[src/rtl/cart_map_pkg.sv]
package cart_map_pkg;
    localparam int DATA_W    = 8;
    localparam int ADDR_W    = 16;
    localparam int PPU_W     = 14;
    localparam int CHR_COUNT = 8;
    localparam int CHR_IDX_W = $clog2(CHR_COUNT);
    localparam int PRG_W     = DATA_W + 1;
    localparam int WIN_LSB   = 10;

    localparam logic [DATA_W-1:0] MASK_WIDE   = 8'h1F;
    localparam logic [DATA_W-1:0] MASK_NARROW = 8'h0F;

    typedef enum logic [2:0] {
        TGT_NONE,
        TGT_PRG16,
        TGT_PRG8,
        TGT_CTRL,
        TGT_CHR
    } wr_tgt_e;
endpackage

[src/rtl/cart_wr_decode.sv]
module cart_wr_decode
    import cart_map_pkg::*;
(
    input  logic                 wr_en,
    input  logic [3:0]           page,
    input  logic [1:0]           low,
    output wr_tgt_e              tgt,
    output logic [CHR_IDX_W-1:0] chr_idx
);
    always_comb begin
        tgt     = TGT_NONE;
        chr_idx = '0;
        if (wr_en) begin
            unique case (page)
                4'h8: tgt = TGT_PRG16;
                4'hB: tgt = (low == 2'b11) ? TGT_CTRL : TGT_NONE;
                4'hC: tgt = TGT_PRG8;
                4'hD, 4'hE: begin
                    tgt     = TGT_CHR;
                    chr_idx = {page[1], low};
                end
                default: tgt = TGT_NONE;
            endcase
        end
    end
endmodule

[src/rtl/cart_bank_regs.sv]
module cart_bank_regs
    import cart_map_pkg::*;
(
    input  logic                          clk,
    input  logic                          rst,
    input  wr_tgt_e                       tgt,
    input  logic [CHR_IDX_W-1:0]          chr_idx,
    input  logic [DATA_W-1:0]             wr_data,
    output logic [DATA_W-1:0]             prg16_q,
    output logic [DATA_W-1:0]             prg8_q,
    output logic [DATA_W-1:0]             ctrl_q,
    output logic [CHR_COUNT*DATA_W-1:0]   chr_flat
);
    always_ff @(posedge clk) begin
        if (rst) begin
            prg16_q <= '0;
            prg8_q  <= '0;
            ctrl_q  <= '0;
        end else begin
            if (tgt == TGT_PRG16) prg16_q <= wr_data;
            if (tgt == TGT_PRG8)  prg8_q  <= wr_data;
            if (tgt == TGT_CTRL)  ctrl_q  <= wr_data;
        end
    end

    for (genvar g = 0; g < CHR_COUNT; g++) begin : g_chr
        logic [DATA_W-1:0] q;
        always_ff @(posedge clk) begin
            if (rst) begin
                q <= '0;
            end else if (tgt == TGT_CHR && chr_idx == CHR_IDX_W'(g)) begin
                q <= wr_data;
            end
        end
        assign chr_flat[g*DATA_W +: DATA_W] = q;
    end
endmodule

[src/rtl/cart_bank_xlate.sv]
module cart_bank_xlate
    import cart_map_pkg::*;
(
    input  logic [DATA_W-1:0]           prg16_q,
    input  logic [DATA_W-1:0]           prg8_q,
    input  logic [DATA_W-1:0]           ctrl_q,
    input  logic [CHR_COUNT*DATA_W-1:0] chr_flat,
    input  logic [2:0]                  rd_top,
    input  logic [CHR_IDX_W-1:0]        win_idx,
    input  logic                        outer_small,
    input  logic [DATA_W-1:0]           or_fill,
    output logic [PRG_W-1:0]            prg_bank,
    output logic [DATA_W-1:0]           chr_bank,
    output logic [1:0]                  mirror_mode
);
    logic [DATA_W-1:0] mask8, mask16, fill16;
    logic [DATA_W-1:0] bank16, bank8, bank_fix;

    always_comb begin
        mask8    = outer_small ? MASK_NARROW : MASK_WIDE;
        mask16   = mask8 >> 1;
        fill16   = or_fill >> 1;
        bank16   = (prg16_q & mask16) | (fill16 & ~mask16);
        bank8    = (prg8_q & mask8) | (or_fill & ~mask8);
        bank_fix = mask8 | (or_fill & ~mask8);
    end

    always_comb begin
        unique case (rd_top)
            3'b100, 3'b101: prg_bank = {bank16, rd_top[0]};
            3'b110:         prg_bank = {1'b0, bank8};
            3'b111:         prg_bank = {1'b0, bank_fix};
            default:        prg_bank = '0;
        endcase
    end

    assign chr_bank    = chr_flat[win_idx*DATA_W +: DATA_W];
    assign mirror_mode = {ctrl_q[3], ctrl_q[2] ~^ ctrl_q[3]};
endmodule

[src/rtl/cart_bank_mapper.sv]
module cart_bank_mapper
    import cart_map_pkg::*;
(
    input  logic              clk,
    input  logic              rst,
    input  logic [15:0]       cpu_wr_addr,
    input  logic [7:0]        cpu_wr_data,
    input  logic              cpu_wr_en,
    input  logic [15:0]       cpu_rd_addr,
    input  logic [13:0]       ppu_addr,
    input  logic              outer_small,
    input  logic [7:0]        or_fill,
    output logic [8:0]        prg_bank,
    output logic [7:0]        chr_bank,
    output logic [1:0]        mirror_mode
);
    wr_tgt_e                       tgt;
    logic [CHR_IDX_W-1:0]          chr_idx;
    logic [DATA_W-1:0]             prg16_q, prg8_q, ctrl_q;
    logic [CHR_COUNT*DATA_W-1:0]   chr_flat;
    logic                          unused_bits;

    assign unused_bits = ^{cpu_wr_addr[11:2], cpu_rd_addr[12:0],
                           ppu_addr[13], ppu_addr[9:0]};

    cart_wr_decode dec_i (
        .wr_en   (cpu_wr_en),
        .page    (cpu_wr_addr[15:12]),
        .low     (cpu_wr_addr[1:0]),
        .tgt     (tgt),
        .chr_idx (chr_idx)
    );

    cart_bank_regs regs_i (
        .clk      (clk),
        .rst      (rst),
        .tgt      (tgt),
        .chr_idx  (chr_idx),
        .wr_data  (cpu_wr_data),
        .prg16_q  (prg16_q),
        .prg8_q   (prg8_q),
        .ctrl_q   (ctrl_q),
        .chr_flat (chr_flat)
    );

    cart_bank_xlate xl_i (
        .prg16_q     (prg16_q),
        .prg8_q      (prg8_q),
        .ctrl_q      (ctrl_q),
        .chr_flat    (chr_flat),
        .rd_top      (cpu_rd_addr[15:13]),
        .win_idx     (ppu_addr[WIN_LSB +: CHR_IDX_W]),
        .outer_small (outer_small),
        .or_fill     (or_fill),
        .prg_bank    (prg_bank),
        .chr_bank    (chr_bank),
        .mirror_mode (mirror_mode)
    );
endmodule

[config.mk]
export PLATFORM = sky130hd
export DESIGN_NAME = cart_bank_mapper
export DESIGN_NICKNAME = d
export VERILOG_FILES = /design/src/rtl/cart_map_pkg.sv /design/src/rtl/cart_wr_decode.sv /design/src/rtl/cart_bank_regs.sv /design/src/rtl/cart_bank_xlate.sv /design/src/rtl/cart_bank_mapper.sv
export SDC_FILE = /design/constraint.sdc
export NUM_CORES = 1
export LEC_CHECK = 0
export ABC_AREA = 1
export BUFFER_PORTS_ARGS = -buffer_cell sky130_fd_sc_hd__buf_2
export CORE_AREA = 2 2 89 155
export CTS_CLUSTER_DIAMETER = 50
export DETAILED_ROUTE_END_ITERATION = 12
export DIE_AREA = 0 0 91 157
export PLACE_DENSITY = 0.52
export SETUP_SLACK_MARGIN = 0.02
export SYNTH_ARGS = -nofsm -noshare
export SYNTH_HDL_FRONTEND = slang
export SYNTH_SLANG_ARGS = --single-unit
[constraint.sdc]
create_clock -name clk -period 4.7 [get_ports clk]
set_clock_uncertainty 0.1 [all_clocks]
set_input_delay 0.94 -clock clk [delete_from_list [all_inputs] [get_ports clk]]
set_output_delay 0.94 -clock clk [all_outputs]
set_load 0.02 [all_outputs]
==> out/summary.log, run 1 <==
[outcome] outcome completed
[synthesis] Mapped Nets 667
[die] width of the die 91 um
[timing] pin slew with the least headroom to its limit 1.11 ns
[cells_and_area] nets 691
[place] HPWL after DPL 7480 um
[die] initial core utilization 29.5%
[die] I/O pin total 85
[clock_tree] post-CTS clock slew at the launch and capture registers of the worst setup and hold paths 0.05 ns
[global_route] remaining global-route overflow 0
[clock_tree] TritonCTS clock tree done
[clock_tree] Num CTS Buffers 9
[critical_path] launching element type of the critical path primary input
[synthesis] number of standard cells after synthesis 601
[drt] Vias per Instance 4.79
[timing] smallest setup slack after layout 0.968 ns
[die] height of the die 157 um
[drt] first-pass iteration count of the detailed router 6
[synthesis] ys flop type dfxtp_1
[synthesis] number of flops mapped to enable cells by yosys 0
[critical_path] maximum fanout encountered on the critical timing path 20
[synthesis] area share of the largest cell type after synthesis 39.3%
[synthesis] post-synthesis sequential area ratio 39.3%
[timing] post-route fraction of the period consumed by the critical path 79.4%
[power] Leak 0.00198 uW
[timing] Setup violations, final 0
[cells_and_area] Antenna Diode Count 0
[critical_path] data required time at the worst endpoint 3.66 ns
[clock_tree] clock latency on the worst-skew pair 0.33 ns
[global_route] vias in the first global route 3504
[clock_tree] clock sink count 75
[clock_tree] H-tree levels 3
[synthesis] count of warnings emitted by yosys 0
[drt] total via count in the routed design 3838
[critical_path] Arr. time, crit path 2.69 ns
[worst_hold_path] worst hold-check path type register to register
[drt] drt first-iter violations 278
[clock_tree] CTS Buffer Depth 2
[power] Net Sw Power 384 uW
[critical_path] critical path endpoint category primary output
[die] number of cell rows 55
[drt] routed wirelength normalized by instance count 14.3 um
[power] fraction of power consumed by combinational cells 10.6%
[cells_and_area] layout cell share with drive strength beyond 1 12.2%
[global_route] number of antenna violations at the first check in global routing 1
[timing] Setup TNS 0 ns
[power] clock group share of total power 47.2%
[timing] Max transition margin 25.7%
[timing] Final Hold Viols 0
[power] worst supply voltage drop on vdd 0.161 mV
[place] placer congestion estimate 0.793
[cells_and_area] post-route insts no fill 801
[synthesis] number of storage elements in the synthesis netlist 75
[synthesis] library cell with the highest instance count after synthesis nand2_1
[synthesis] biggest area contributors in the synthesized netlist dfxtp_1 (39%), nand2_1 (13%), nor2_1 (11%)
[drt] count of nets left with antenna violations after detail routing 0
[critical_path] WS Path Type primary input to primary output
[synthesis] mean instance size in the synthesized netlist 6.36 um^2
[synthesis] synth cell count leaders nand2_1 (136), nor2_1 (107), dfxtp_1 (75), a21oi_1 (63), inv_1 (56)
[drt] Total Routed Length 11500 um
[power] switching power share of the total 25.1%
[clock_tree] root buffer selected by CTS clkbuf_16
[place] Setup Slack @ Placement 0.952 ns
[power] pwr dens 346 mW/mm^2
[timing] RSZ-0062 raised after global routing no
[synthesis] proportion of synthesized flip-flops having asynchronous set or reset 0%
[synthesis] Distinct cells, synth 29
[cells_and_area] Area Overhead vs Synth 16.1%
[die] die outline area 0.0143 mm^2
[clock_tree] count of instances resized after the clock tree is built 0
[drt] drc violations 0
[die] area of the core 0.0129 mm^2
[place] I/O Buffers 45
[timing] Max Slew Vio Count 0
[global_route] first-pass GRT wire length 18200 um
[clock_tree] hold_buf cts 0
[timing] top achievable clock speed 268 MHz
[global_route] global routing usage summed across all routing layers 16.5%
[clock_tree] setup bufs post-CTS 0
[global_route] largest net degree at the start of global routing 64
[place] # placed instances 785
[synthesis] Post-Syn Area 0.00382 mm^2
[cells_and_area] utilization after layout 34.3%
[timing] final worst path period need 3.73 ns
[power] P_int 1150 uW
[synthesis] dominant cell type by area after synthesis dfxtp_1
[flow_run] number of max-cap violations 0
[power] portion of total power attributed to sequential cells 42.1%
## critical path, stage by stage
cell	delay (ns)
buf_2	0.35
inv_1	0.36
buf_4	0.32
a21oi_1	0.16
o21ai_0	0.10
o21ai_0	0.10
nand2_1	0.08
nand2_1	0.10
buf_2	0.17
## final cells by class
class	instances	area, um^2
clock buffers	10	229
clock inverters	6	80.1
fillers	1489	8500
inverters	58	223
multi-input cells	431	1930
flip-flops and latches	75	1500
well taps	171	214
repair buffers	50	263
## through the flow
step           hold WS, ns  power [uW]  cell area (um^2)
5_1_grt              0.392        1600              4440
3_3_place_gp         0.351         822              4130
2_1_floorplan        0.331         766              3820
4_1_cts              0.366        1550              4440
3_5_place_dp         0.357         824              4130
6_report             0.365        1530              4440
## power groups by stage
stage | logic (uW) | clock network [uW] | registers (uW)
after floorplan | 107 | 0 | 659
after global placement | 163 | 0 | 660
after detailed placement | 164 | 0 | 660
after CTS | 164 | 739 | 646
after global routing | 182 | 769 | 646
final | 163 | 724 | 646
## worst paths after layout
kind / end / slack (ns) / from / cells past startpoint
setup / recovery: chr_bank[2] / 0.97 / ppu_addr[10] / 9
hold / removal: regs_i.prg16_q[0] / 0.37 / regs_i.prg16_q[0] / 2
setup reg to reg: regs_i.prg8_q[4] / 3.91 / regs_i.prg8_q[4] / 4
hold reg to reg: regs_i.prg16_q[0] / 0.37 / regs_i.prg16_q[0] / 2
## cells in the final DEF (no fill, tap or decap), types with 2 or more instances in the layout
master,count
dfxtp_1,75
o21ai_0,55
nand3_1,49
nor2_4,2
nor2_2,2
nand2_1,136
buf_4,5
inv_1,56
nand4_1,5
nor2_1,105
buf_2,45
bufinv_16,2
clkbuf_16,9
nand3_2,2
clkinv_2,4
a21oi_1,63
o31ai_1,2
## cells by family (layout without fill, tap and decap cells)
group           after synthesis  count (layout)  synth area share [%]
simple gates                305             305                  33.3
other cells                   1               1                0.0981
xor+xnor                      1               1                 0.229
buf+inv                      95             124                  10.4
compound gates              124             124                  16.6
flops                        75              75                  39.3
## flip-flops by register name, indices dropped and copies added, names as in the netlist
signal	count
regs_i.prg16_q	4
regs_i.ctrl_q	2
regs_i.prg8_q	5
regs_i.g_chr.q	64
## per-layer routing
metal / wire [um] / track usage (%) / vias up / part of all wire (%)
li1: - / - / 1961 / -
met1: 4680 / 18.2 / 1737 / 41
met2: 5960 / 30.9 / 125 / 52
met3: 617 / 2.78 / 13 / 5.4
met4: 191 / 6.85 / 2 / 1.7
met5: 7 / 0 / - / 0.061
No activity file was read; power rests on OpenSTA's default activity.
==> inputs of run 2 (changes only) <==
- PLACE_DENSITY: 0.52 -> 0.54
- clock period: 4.7 -> 3.2 ns (I/O delays scaled with it)
==> run 2 against run 1 <==
  * Register-to-register slack worse by 1.5 ns
  * Global-route usage up 0.11 points
  * Die area unchanged
  * Worst hold slack better by 0.0015 ns
  * Cell count up 1.0%
  * Combinational power up 53%
  * Core utilization up 0.80 points
  * Flip-flop and latch count unchanged
  * Sequential power up 47%
  * Count of clock-buffer cells in the layout up 1
  * First-iteration DRC count down 23%
  * Critical path type unchanged
==> out/summary.log, run 2 (synthesis gave the netlist of run 1 again) <==
[clock_tree] count of instances resized after the clock tree is built 0
[global_route] global routing usage summed across all routing layers 16.6%
[clock_tree] Num CTS Buffers 9
[global_route] first-pass GRT wire length 18500 um
[critical_path] data required time at the worst endpoint 2.46 ns
[critical_path] launch instance of the worst register-to-register path regs_i.prg8_q[4]
[clock_tree] hold_buf cts 0
[place] placer congestion estimate 0.811
[timing] Final Hold Viols 0
[drt] Met1 Wirelength 4880 um
[critical_path] WS Path Type primary input to primary output
[cells_and_area] flip-flop count of the largest register after layout 64
[clock_tree] CTS Buffer Depth 2
[critical_path] launching instance or port of the critical path ppu_addr[10]
[cells_and_area] Multi-input gate area 0.00193 mm^2
[cells_and_area] biggest regs regs_i.g_chr.q: 64 flops, regs_i.prg8_q: 5 flops, regs_i.prg16_q: 4 flops
[worst_hold_path] min-delay src regs_i.prg16_q[0]
[critical_path] r2r setup slk 2.43 ns
[timing] Setup TNS 0 ns
[power] worst supply voltage drop on vdd 0.283 mV
[critical_path] maximum fanout encountered on the critical timing path 48
[cells_and_area] Top reg by flops regs_i.g_chr.q
[cells_and_area] number of fillers in the final layout 1462
[cells_and_area] Area Overhead vs Synth 18.8%
[cells_and_area] nets 699
[drt] total via count in the routed design 3883
[cells_and_area] area of all sequential standard cells 0.00150 mm^2
[clock_tree] setup bufs post-CTS 0
[critical_path] terminus of the critical flop-to-flop path regs_i.prg8_q[4]
[drt] met2 wire length 6020 um
[critical_path] critical path endpoint category primary output
[die] initial core utilization 29.5%
[critical_path] Critical path destination chr_bank[1]
[cells_and_area] layout cell share with drive strength beyond 1 13.5%
[critical_path] critical path depth 8
[clock_tree] post-CTS clock slew at the launch and capture registers of the worst setup and hold paths 0.06 ns
[place] HPWL after DPL 7570 um
[clock_tree] H-tree levels 3
[drt] routed wirelength normalized by instance count 14.2 um
[die] I/O pin total 85
[critical_path] depth of the most critical reg-to-reg path 4
[timing] Setup violations, final 0
[critical_path] Worst Path Buf+Inv 4
[drt] drc violations 0
[timing] top achievable clock speed 392 MHz
[critical_path] launching element type of the critical path primary input
[drt] count of nets left with antenna violations after detail routing 0
[worst_hold_path] worst hold-check path type register to register
[drt] drt first-iter violations 213
[cells_and_area] most common library cell in the layout ignoring fill and taps nand2_1
[global_route] remaining global-route overflow 0
[timing] Max transition margin 47.7%
[drt] Total Routed Length 11500 um
[cells_and_area] commonest cells after routing, fill and taps aside nand2_1 (136), nor2_1 (105), dfxtp_1 (75), a21oi_1 (63), inv_1 (56)
[clock_tree] TritonCTS clock tree done
[timing] post-route fraction of the period consumed by the critical path 79.8%
[outcome] outcome completed
[drt] met3 wire length 421 um
[drt] first-pass iteration count of the detailed router 5
[clock_tree] root buffer selected by CTS clkbuf_16
[timing] pin slew with the least headroom to its limit 0.784 ns
[timing] RSZ-0062 raised after global routing no
[die] die outline area 0.0143 mm^2
[critical_path] critical-path cell with the highest stage delay o21ai_0
[drt] Vias per Instance 4.80
[critical_path] cell breakdown of the critical path buf_2 > inv_1 > buf_12 > nor2_1 > o21ai_0 > nand2_1 > nand2_1 > buf_2
[cells_and_area] post-route insts no fill 809
[global_route] largest net degree at the start of global routing 49
[die] width of the die 91 um
[drt] highest routed layer met5
[critical_path] Top Family by Delay on Critical Path buffers and inverters
[cells_and_area] Antenna Diode Count 0
[place] I/O Buffers 45
[global_route] vias in the first global route 3630
[die] number of cell rows 55
[die] area of the core 0.0129 mm^2
[timing] final worst path period need 2.55 ns
[cells_and_area] utilization after layout 35.1%
[power] Leak 0.00204 uW
[place] # placed instances 793
[die] height of the die 157 um
[power] pwr dens 510 mW/mm^2
[clock_tree] clock sink count 75
[flow_run] number of max-cap violations 0
[global_route] number of antenna violations at the first check in global routing 1
[critical_path] CP peak stage delay 0.28 ns
[timing] Max Slew Vio Count 0
[clock_tree] clock latency on the worst-skew pair 0.33 ns
[critical_path] Arr. time, crit path 1.81 ns
run 2: changes by cell type in the layout (fill, tap and decap cells not counted), sizes merged:
cell    change
buf         +8
clkbuf      +1
clkinv      -1
run 2: report_power, final:
group,switching (uW),leakage (uW),internal (uW),total [uW]
sequential,4.15,0.000605,945,949
clock,396,0.000165,721,1120
combinational,176,0.00127,74.2,250
run 2: worst min-delay path by stage:
stage,endpoint,slack [ns],depth (start not counted)
2_1_floorplan,regs_i.prg16_q[0],0.33,2
3_3_place_gp,regs_i.g_chr[7].q[3],0.35,2
3_5_place_dp,regs_i.g_chr[7].q[5],0.36,2
4_1_cts,regs_i.g_chr[7].q[3],0.37,2
5_1_grt,regs_i.g_chr[7].q[6],0.38,2
6_report,regs_i.prg16_q[0],0.37,2
run 2: tightest hold or removal path, stage by stage, from the launching register on:
cell and delay, ns:
dfxtp_1 0.30, inv_1 0.06, a21oi_1 0.06
run 2: per-layer routing:
layer | vias up | track usage (%)
li1 | 1978 | -
met1 | 1784 | 18.9
met2 | 103 | 31.0
met3 | 16 | 2.58
met4 | 2 | 5.77
met5 | - | 0
run 2: area by class of cell:
class	count	share of cell area (%)
multi-input combinational	431	42.4
sequential	75	33.1
timing repair buffer	58	7.66
clock buffer	11	5.57
inverter	58	4.90
tap	171	4.71
clock inverter	5	1.65
run 2: metrics by stage:
| step | total power [uW] | setup WS, ns | hold slack [ns] | area (um^2) |
|---|---|---|---|---|
| 2_1_floorplan | 1120 | 0.884 | 0.331 | 3820 |
| 3_3_place_gp | 1220 | 0.645 | 0.351 | 4210 |
| 3_5_place_dp | 1220 | 0.614 | 0.357 | 4210 |
| 4_1_cts | 2340 | 0.610 | 0.367 | 4540 |
| 5_1_grt | 2400 | 0.510 | 0.382 | 4540 |
| 6_report | 2320 | 0.647 | 0.367 | 4540 |
==> inputs of run 3 (changes only) <==
- clock period: 3.2 -> 2.2 ns (I/O delays scaled with it)
==> run 3 against run 2 <==
  * Via count rose by 0.18%
  * Setup slack worse by 0.53 ns
  * Wire length fell by 0.57%
  * Combinational power is 51% higher
  * Worst hold slack got worse by 0.098 ns
  * Clock power grew 44%
  * Flip-flop and latch count is the same
  * Core utilization up 0.67 points
  * Count of clock-buffer cells in the layout decreased by 1
  * Cell count rose by 0.49%
  * Global-route usage decreased by 0.17 points
  * Non-clock buffer count grew 4
  * Critical endpoint is now chr_bank[3]
==> out/summary.log, run 3 (synthesis gave the netlist of run 1 again) <==
[die] width of the die 91 um
[cells_and_area] Antenna Diode Count 0
[cells_and_area] number of fillers in the final layout 1467
[cells_and_area] commonest cells after routing, fill and taps aside nand2_1 (136), nor2_1 (105), dfxtp_1 (75), a21oi_1 (63)
[cells_and_area] flip-flop count of the largest register after layout 64
[critical_path] launch instance of the worst register-to-register path regs_i.prg8_q[4]
[timing] RSZ-0062 raised after global routing no
[global_route] first-pass GRT wire length 18500 um
[critical_path] maximum fanout encountered on the critical timing path 22
[timing] smallest setup slack after layout 0.121 ns
[drt] count of nets left with antenna violations after detail routing 0
[cells_and_area] Area Overhead vs Synth 21.0%
[die] area of the core 0.0129 mm^2
[clock_tree] post-CTS clock slew at the launch and capture registers of the worst setup and hold paths 0.06 ns
[timing] Setup TNS 0 ns
[cells_and_area] layout cell share with drive strength beyond 1 14.2%
[cells_and_area] utilization after layout 35.8%
[power] pwr dens 728 mW/mm^2
[timing] Max Slew Vio Count 0
[worst_hold_path] min-delay src cpu_wr_data[6]
[drt] total via count in the routed design 3890
[critical_path] critical-path cell with the highest stage delay o21ai_0
[global_route] largest net degree at the start of global routing 44
[global_route] vias in the first global route 3706
[power] Tot Pwr 3370 uW
[power] Leak 0.00207 uW
[clock_tree] TritonCTS clock tree done
[worst_hold_path] worst hold-check path type primary input to register
[die] initial core utilization 29.5%
[timing] Setup violations, final 0
[critical_path] data required time at the worst endpoint 1.66 ns
[critical_path] cell breakdown of the critical path buf_2 > inv_2 > buf_12 > nor2_1 > o21ai_0 > nand2_1 > nand2_1 > buf_2
[timing] Final Hold Viols 0
[critical_path] CP peak stage delay 0.25 ns
[clock_tree] root buffer selected by CTS clkbuf_16
[place] placer congestion estimate 0.774
[clock_tree] setup bufs post-CTS 0
[timing] top achievable clock speed 481 MHz
[die] height of the die 157 um
[global_route] remaining global-route overflow 0
[drt] first-pass iteration count of the detailed router 4
[drt] drc violations 0
[die] number of cell rows 55
[die] die outline area 0.0143 mm^2
[flow_run] number of max-cap violations 0
[drt] routed wirelength normalized by instance count 14.1 um
[critical_path] WS Path Type primary input to primary output
[power] worst supply voltage drop on vdd 0.432 mV
[timing] post-route fraction of the period consumed by the critical path 94.5%
[die] I/O pin total 85
[drt] drt first-iter violations 253
[clock_tree] clock latency on the worst-skew pair 0.33 ns
[cells_and_area] Top reg by flops regs_i.g_chr.q
[critical_path] launching element type of the critical path primary input
[clock_tree] Num CTS Buffers 9
[cells_and_area] most common library cell in the layout ignoring fill and taps nand2_1
[place] HPWL after DPL 7600 um
[critical_path] launching instance or port of the critical path ppu_addr[10]
[critical_path] critical path endpoint category primary output
[clock_tree] H-tree levels 3
[critical_path] Arr. time, crit path 1.54 ns
[place] I/O Buffers 45
[outcome] outcome completed
[timing] final worst path period need 2.08 ns
[drt] Vias per Instance 4.78
[clock_tree] clock sink count 75
[cells_and_area] nets 703
[global_route] global routing usage summed across all routing layers 16.4%
[place] Setup Slack @ Placement 0.0595 ns
[global_route] number of antenna violations at the first check in global routing 0
[drt] Total Routed Length 11400 um
[cells_and_area] biggest regs regs_i.g_chr.q: 64 flops, regs_i.prg8_q: 5 flops, regs_i.prg16_q: 4 flops
[clock_tree] CTS Buffer Depth 2
[run 3: final cells by class]
| type | count | area (um^2) | share of cell area [%] |
|---|---|---|---|
| Clock inverter | 6 | 87.6 | 1.89 |
| Sequential cell | 75 | 1500 | 32.4 |
| Multi-Input combinational cell | 431 | 1930 | 41.6 |
| Inverter | 58 | 223 | 4.81 |
| Clock buffer | 10 | 239 | 5.16 |
| Tap cell | 171 | 214 | 4.62 |
| Timing Repair Buffer | 62 | 435 | 9.41 |
[run 3: path summary, 6_finish.rpt]
check,end,slack (ns),depth (start not counted)
worst min register to register,regs_i.g_chr[7].q[2],0.36,2
worst max-delay path,chr_bank[3],0.12,8
worst min-delay path,regs_i.g_chr[0].q[6],0.27,3
worst max register to register,regs_i.prg8_q[4],1.44,4
[run 3: timing repair]
item                                    4_1_cts  5_1_grt
gates resized for setup                       0        2
hold buffers                                  0        0
endpoints found under the setup margin        0        4
[run 3: through the flow]
| step | instance area (um^2) | hold slack [ns] | instances |
|---|---|---|---|
| after floorplan | 3820 | 0.331 | 601 |
| after global placement | 4270 | 0.352 | 796 |
| after detailed placement | 4270 | 0.355 | 796 |
| after CTS | 4600 | 0.260 | 812 |
| after global routing | 4630 | 0.266 | 813 |
| final | 4630 | 0.269 | 813 |
[run 3: metal layers]
| layer | global-route usage (%) | part of all wire, % |
|---|---|---|
| met3 | 2.20 | 4.4 |
| met4 | 6.78 | 1.8 |
| met5 | 0 | 0 |
| met1 | 18.4 | 41 |
| met2 | 30.8 | 53 |
[run 3: power by group]
part | total (uW) | internal (uW) | switching, uW
Combinational | 377 | 118 | 258
Sequential | 1380 | 1370 | 6.01
Clock | 1610 | 1030 | 586
Total | 3370 | 2520 | 850
[run 3: critical path, delay by kind of cell]
family	cells	cell delay [ns]
AO/OA/AOI/OAI	1	0.25
buffers and inverters	4	0.59
AND/OR/NAND/NOR	3	0.24
